**src/rtl/dma_gsr_pkg.sv**
```systemverilog
package dma_gsr_pkg;
  localparam int ME_BIT   = 0;
  localparam int AE_BIT   = 1;
  localparam int NMI_BIT  = 2;
  localparam int N_FLAGS  = 2;
  // flag index inside the flag array: 0 = fault, 1 = NMI
  localparam int FLG_AE   = 0;
  localparam int FLG_NMI  = 1;
endpackage

```
**src/rtl/dma_sticky_flag.sv**
```systemverilog
module dma_sticky_flag (
  input  logic clk,
  input  logic rst_n,
  input  logic set_evt,
  input  logic rd_hit,
  input  logic wr_hit,
  input  logic wr_bit,
  output logic flag,
  output logic armed
);
  logic flag_n, armed_n;

  always_comb begin
    flag_n = flag;
    if (wr_hit && !wr_bit && armed) flag_n = 1'b0;
    if (set_evt) flag_n = 1'b1;           // set beats clear
    armed_n = armed;
    if (rd_hit && (flag || set_evt)) armed_n = 1'b1;
    if (wr_hit) armed_n = 1'b0;           // any write consumes the arm
  end

  always_ff @(posedge clk or negedge rst_n) begin
    if (!rst_n) begin
      flag  <= 1'b0;
      armed <= 1'b0;
    end else begin
      flag  <= flag_n;
      armed <= armed_n;
    end
  end
endmodule

```
**src/rtl/dma_unit_track.sv**
```systemverilog
module dma_unit_track (
  input  logic clk,
  input  logic rst_n,
  input  logic unit_start,
  input  logic unit_done,
  input  logic permit,
  input  logic nmi_flag,
  output logic in_unit,
  output logic stop_req
);
  assign stop_req = nmi_flag && in_unit;

  always_ff @(posedge clk or negedge rst_n) begin
    if (!rst_n) in_unit <= 1'b0;
    else        in_unit <= (in_unit && !unit_done) ||
                           (unit_start && permit && !stop_req);
  end
endmodule

```
**src/rtl/dma_gsr_ctrl.sv**
```systemverilog
module dma_gsr_ctrl #(
  parameter int ADDR_W   = 4,
  parameter int DATA_W   = 32,
  parameter int CSR_ADDR = 0
) (
  input  logic              clk,
  input  logic              rst_n,
  input  logic [ADDR_W-1:0] reg_addr,
  input  logic              reg_we,
  input  logic              reg_re,
  input  logic [DATA_W-1:0] reg_wdata,
  output logic [DATA_W-1:0] reg_rdata,
  input  logic              addr_err_evt,
  input  logic              nmi_evt,
  input  logic              chan_en,
  input  logic              unit_start,
  input  logic              unit_done,
  output logic              xfer_permit,
  output logic              stop_req
);
  import dma_gsr_pkg::*;

  localparam logic [ADDR_W-1:0] SEL = ADDR_W'(CSR_ADDR);

  logic sel, rd_hit, wr_hit;
  logic me_q, in_unit;
  logic [N_FLAGS-1:0] flag_q, arm_q, evt, wbit;

  assign sel    = (reg_addr == SEL);
  assign rd_hit = sel && reg_re;
  assign wr_hit = sel && reg_we;
  assign evt    = {nmi_evt, addr_err_evt};
  assign wbit   = {reg_wdata[NMI_BIT], reg_wdata[AE_BIT]};

  generate
    for (genvar g = 0; g < N_FLAGS; g++) begin : g_flag
      dma_sticky_flag u_flag (
        .clk    (clk),
        .rst_n  (rst_n),
        .set_evt(evt[g]),
        .rd_hit (rd_hit),
        .wr_hit (wr_hit),
        .wr_bit (wbit[g]),
        .flag   (flag_q[g]),
        .armed  (arm_q[g])
      );
    end
  endgenerate

  always_ff @(posedge clk or negedge rst_n) begin
    if (!rst_n)      me_q <= 1'b0;
    else if (wr_hit) me_q <= reg_wdata[ME_BIT];
  end

  always_comb begin
    reg_rdata = '0;
    if (rd_hit) begin
      reg_rdata[ME_BIT]  = me_q;
      reg_rdata[AE_BIT]  = flag_q[FLG_AE];
      reg_rdata[NMI_BIT] = flag_q[FLG_NMI];
    end
  end

  dma_unit_track u_track (
    .clk       (clk),
    .rst_n     (rst_n),
    .unit_start(unit_start),
    .unit_done (unit_done),
    .permit    (xfer_permit),
    .nmi_flag  (flag_q[FLG_NMI]),
    .in_unit   (in_unit),
    .stop_req  (stop_req)
  );

  always_ff @(posedge clk or negedge rst_n) begin
    if (!rst_n) xfer_permit <= 1'b0;
    else        xfer_permit <= chan_en && me_q && !flag_q[FLG_AE] &&
                               !(flag_q[FLG_NMI] && !in_unit);
  end
endmodule

```
**config.mk**
```make
export PLATFORM = sky130hd
export DESIGN_NAME = dma_gsr_ctrl
export DESIGN_NICKNAME = d
export VERILOG_FILES = /design/src/rtl/dma_gsr_pkg.sv /design/src/rtl/dma_sticky_flag.sv /design/src/rtl/dma_unit_track.sv /design/src/rtl/dma_gsr_ctrl.sv
export SDC_FILE = /design/constraint.sdc
export NUM_CORES = 1
export LEC_CHECK = 0
export CAP_MARGIN = 20
export CORE_MARGIN = 10
export CORE_UTILIZATION = 21
export CTS_CLUSTER_SIZE = 30
export DETAILED_ROUTE_END_ITERATION = 8
export PLACE_DENSITY = 0.79
export SLEW_MARGIN = 20
export SYNTH_ARGS = -nofsm -noshare
export SYNTH_HDL_FRONTEND = slang
export SYNTH_HIERARCHICAL = 1
export SYNTH_SLANG_ARGS = --single-unit
```
**constraint.sdc**
```tcl
create_clock -name clk -period 0.95 [get_ports clk]
set_input_delay 0.19 -clock clk [delete_from_list [all_inputs] [get_ports clk]]
set_output_delay 0.19 -clock clk [all_outputs]
set_load 0.05 [all_outputs]
```
==> qor.csv <==
metric;value;unit
number_of_inserted_diodes;0;
detail_route.wirelength.met1;575;µm
total_power;1.05;mW
port_buf_inserts;20;
mappedNetlistArea;564;µm²
worst_path_max_delay_cell;sky130_fd_sc_hd__nor4_4;
cts_hold_buffers;0;
rsz0062_at_grt;yes;
synth-edff-count;0;
place.gp.congestion;0.800;
via_count_of_the_first_global_routing_pass;478;
yosysTopAreaCellShare;38.6;%
synth-xor-area-share;0;%
status;complete, but fails checks;
slowest_delay;350;ps
critical_path_peak_fanout;4;
synth_area_per_cell;9.25;µm²
iteration_count_of_the_initial_detailed_routing_pass;2;
final_max_slew_viol_count;0;
postSynthRegisterBits;7;
achievable-frequency;0.823;GHz
grt_antenna_before_repair;0;
gr-total-overflow;0;
synth_simple_gate_area_share;16.6;%
routed-wl-met3;238;µm
timing.critical_path.from_type;input pin;
postRouteWirelength;1.59;mm
crit_share_post_route;128;%
post-place-ws;-673;ps
synth.area.mux_share;2.66;%
grt_max_degree;8;
multi_input_gate_area;298;µm²
post_drt_wl_per_cell;13.0;µm
final_nets;138;
filler_cell_count;264;
critical_path_buf_inv_count;2;
report.final.setup_viol;10;
whs;205;ps
tritoncts;done;
met2_length;757;µm
dpl-instance-area;778;µm²
drt_iter0_drc;3;
post_synth_num_cell_types;17;
timing.max_cap.violations;0;
synth_common_cells;sky130_fd_sc_hd__buf_4 (29), sky130_fd_sc_hd__dfrtp_1 (7), sky130_fd_sc_hd__and3_2 (3), sky130_fd_sc_hd__inv_1 (3);
track_usage;5.99;%
critical_path.endpoint_type;output pin;
fin_tns_setup;-1500;ps
dp.cells;114;
synth_largest_area_cell;sky130_fd_sc_hd__buf_4;
die-height;71.8;µm
ctsHtreeMaxLevel;1;
grt_first_pass_wirelength;2.41;mm
post_route_cells_drive_above_1_share;33.7;%
synth_flop_cell;sky130_fd_sc_hd__dfrtp_1;
synth.area.top_cells;sky130_fd_sc_hd__buf_4 (39%), sky130_fd_sc_hd__dfrtp_1 (31%), sky130_fd_sc_hd__and3_2 (4.0%);
cts_sinks;7;
final_util;34.0;%
flow.area_growth_from_synthesis;52.1;%
numCtsBuffers;3;
cp_top_family;simple AND/OR/NAND/NOR gates;
floorplan.rows;18;
die_area;0.00516;mm²
vias;435;
critical_path_class;in -> out;
final_cell_count_no_fill;122;
yosysWarnings;6;
ff_latch_area;175;µm²
failing_checks;setup timing;
power_density;1220;mW/mm²
drtAntennaViolNets;0;
cellLeakagePower;0.401;nW
postLayoutCellArea;858;µm²
synth-seq-area-share;31.0;%
coreArea;0.00252;mm²
final_number_of_hold_violating_endpoints;0;
synth.most_common_cell;sky130_fd_sc_hd__buf_4;
die_w;71.8;µm
layout_min_cycle_time;1210;ps
finClkSkew;6.21;ps
required;760;ps
synth_compound_area_share;8.43;%
synth_top_family_by_area;buffers and inverters;
drt_drc_violations_left;0;
cts.reportedPaths.clkPinSlew;50;ps
setup_ws;-265;ps
via_per_inst;3.57;
post_synth_fa_ha_maj_area_fraction;0;%
boundaryPins;79;
worst_hold_path_type;in -> async;
vdd.ir_drop.worst;0.451;mV
max-clock-path-buffers;2;
clockRootBuffer;sky130_fd_sc_hd__clkbuf_4;
async_flop_share;100;%
routed.top_layer;met4;
detailed_placer_s_ending_hpwl;1.31;mm
netlist_instances;61;
arrival;1020;ps
initial_util;22.4;%
insertion_delay;260;ps
cell_by_cell_trace_of_the_critical_path;buf_6 > nor4_4 > and3_4 > buf_12;
-- power breakdown --
group	leakage (nW)	switching [mW]	internal, mW
clock network	0.0150	0.112	0.160
logic	0.306	0.317	0.109
registers	0.0806	0.0174	0.329
-- flip-flops by register name, indices dropped and copies added (netlist names) --
register             count
g_flag.u_flag/flag       2
xfer_permit              1
g_flag.u_flag/armed      2
me_q                     1
u_track/in_unit          1
-- worst register-to-register path, cell delays in order, from the launching register on --
cell                      delay [ps]
sky130_fd_sc_hd__dfrtp_1         400
sky130_fd_sc_hd__buf_4           140
sky130_fd_sc_hd__buf_4           130
sky130_fd_sc_hd__o21ai_2         120
sky130_fd_sc_hd__a21oi_2          60
-- final cells by class --
class                           count  area share (%)
Timing Repair Buffer               28            36.2
Multi-Input combinational cell     50            34.7
Sequential cell                     7            20.4
Tap cell                           30            4.37
Clock buffer                        4            3.06
Inverter                            3            1.31
-- layout by cell type, fill, tap and decap left out --
cell                              instances
sky130_fd_sc_hd__conb_1                  29
sky130_fd_sc_hd__clkdlybuf4s50_1         10
sky130_fd_sc_hd__dfrtp_1                  7
sky130_fd_sc_hd__buf_4                    7
sky130_fd_sc_hd__buf_12                   5
sky130_fd_sc_hd__and2_4                   3
sky130_fd_sc_hd__and3_4                   3
sky130_fd_sc_hd__clkbuf_4                 3
sky130_fd_sc_hd__inv_1                    3
sky130_fd_sc_hd__buf_6                    3
sky130_fd_sc_hd__nand2_1                  2
sky130_fd_sc_hd__nand3b_1                 2
sky130_fd_sc_hd__a21o_1                   2
sky130_fd_sc_hd__o21ai_2                  2
sky130_fd_sc_hd__nor4_4                   1
sky130_fd_sc_hd__nor2b_1                  1
sky130_fd_sc_hd__nor3_1                   1
sky130_fd_sc_hd__mux2_4                   1
sky130_fd_sc_hd__clkbuf_1                 1
sky130_fd_sc_hd__a21oi_1                  1
sky130_fd_sc_hd__a21oi_2                  1
sky130_fd_sc_hd__clkdlybuf4s15_1          1
sky130_fd_sc_hd__buf_2                    1
sky130_fd_sc_hd__dlygate4sd2_1            1
sky130_fd_sc_hd__o22ai_2                  1
-- path summary, 6_finish.rpt --
| path | startpoint | cells after the start | slack [ps] | end |
|---|---|---|---|---|
| min | rst_n | 1 | 200 | xfer_permit$_DFF_PN0_ |
| min in group clk | reg_addr[0] | 6 | 480 | g_flag[1].u_flag/armed$_DFFE_PN0P_ |
| max in group asynchronous | rst_n | 1 | 480 | g_flag[0].u_flag/flag$_DFFE_PN0P_ |
| max reg2reg | g_flag[1].u_flag/flag$_DFFE_PN0P_ | 4 | -10 | g_flag[1].u_flag/armed$_DFFE_PN0P_ |
| min reg2reg | g_flag[0].u_flag/armed$_DFFE_PN0P_ | 2 | 520 | g_flag[0].u_flag/armed$_DFFE_PN0P_ |
| max | reg_addr[0] | 4 | -260 | reg_rdata[2] |
-- per-layer routing --
layer / global-route usage, % / vias to the layer above
met5: 0 / -
met4: 1.94 / 0
met3: 5.79 / 4
met2: 9.31 / 31
met1: 5.38 / 197
li1: - / 203
-- timing repair --
item | CTS | global route
buffers inserted | 3 | 2
pin swaps | 8 | 4
hold endpoints to repair | 0 | 0
setup endpoints to repair | 10 | 10
gates resized for setup | 21 | 6
-- cells by family (layout without fill, tap and decap cells) --
logic type             after synthesis  in the layout
AOI/OAI and AO/OA                    7              7
buffers and inverters               32             35
DFF                                  7              7
muxes                                1              1
other                                1             29
and+or+nand+nor                     13             13
No activity file was read; power rests on OpenSTA's default activity.
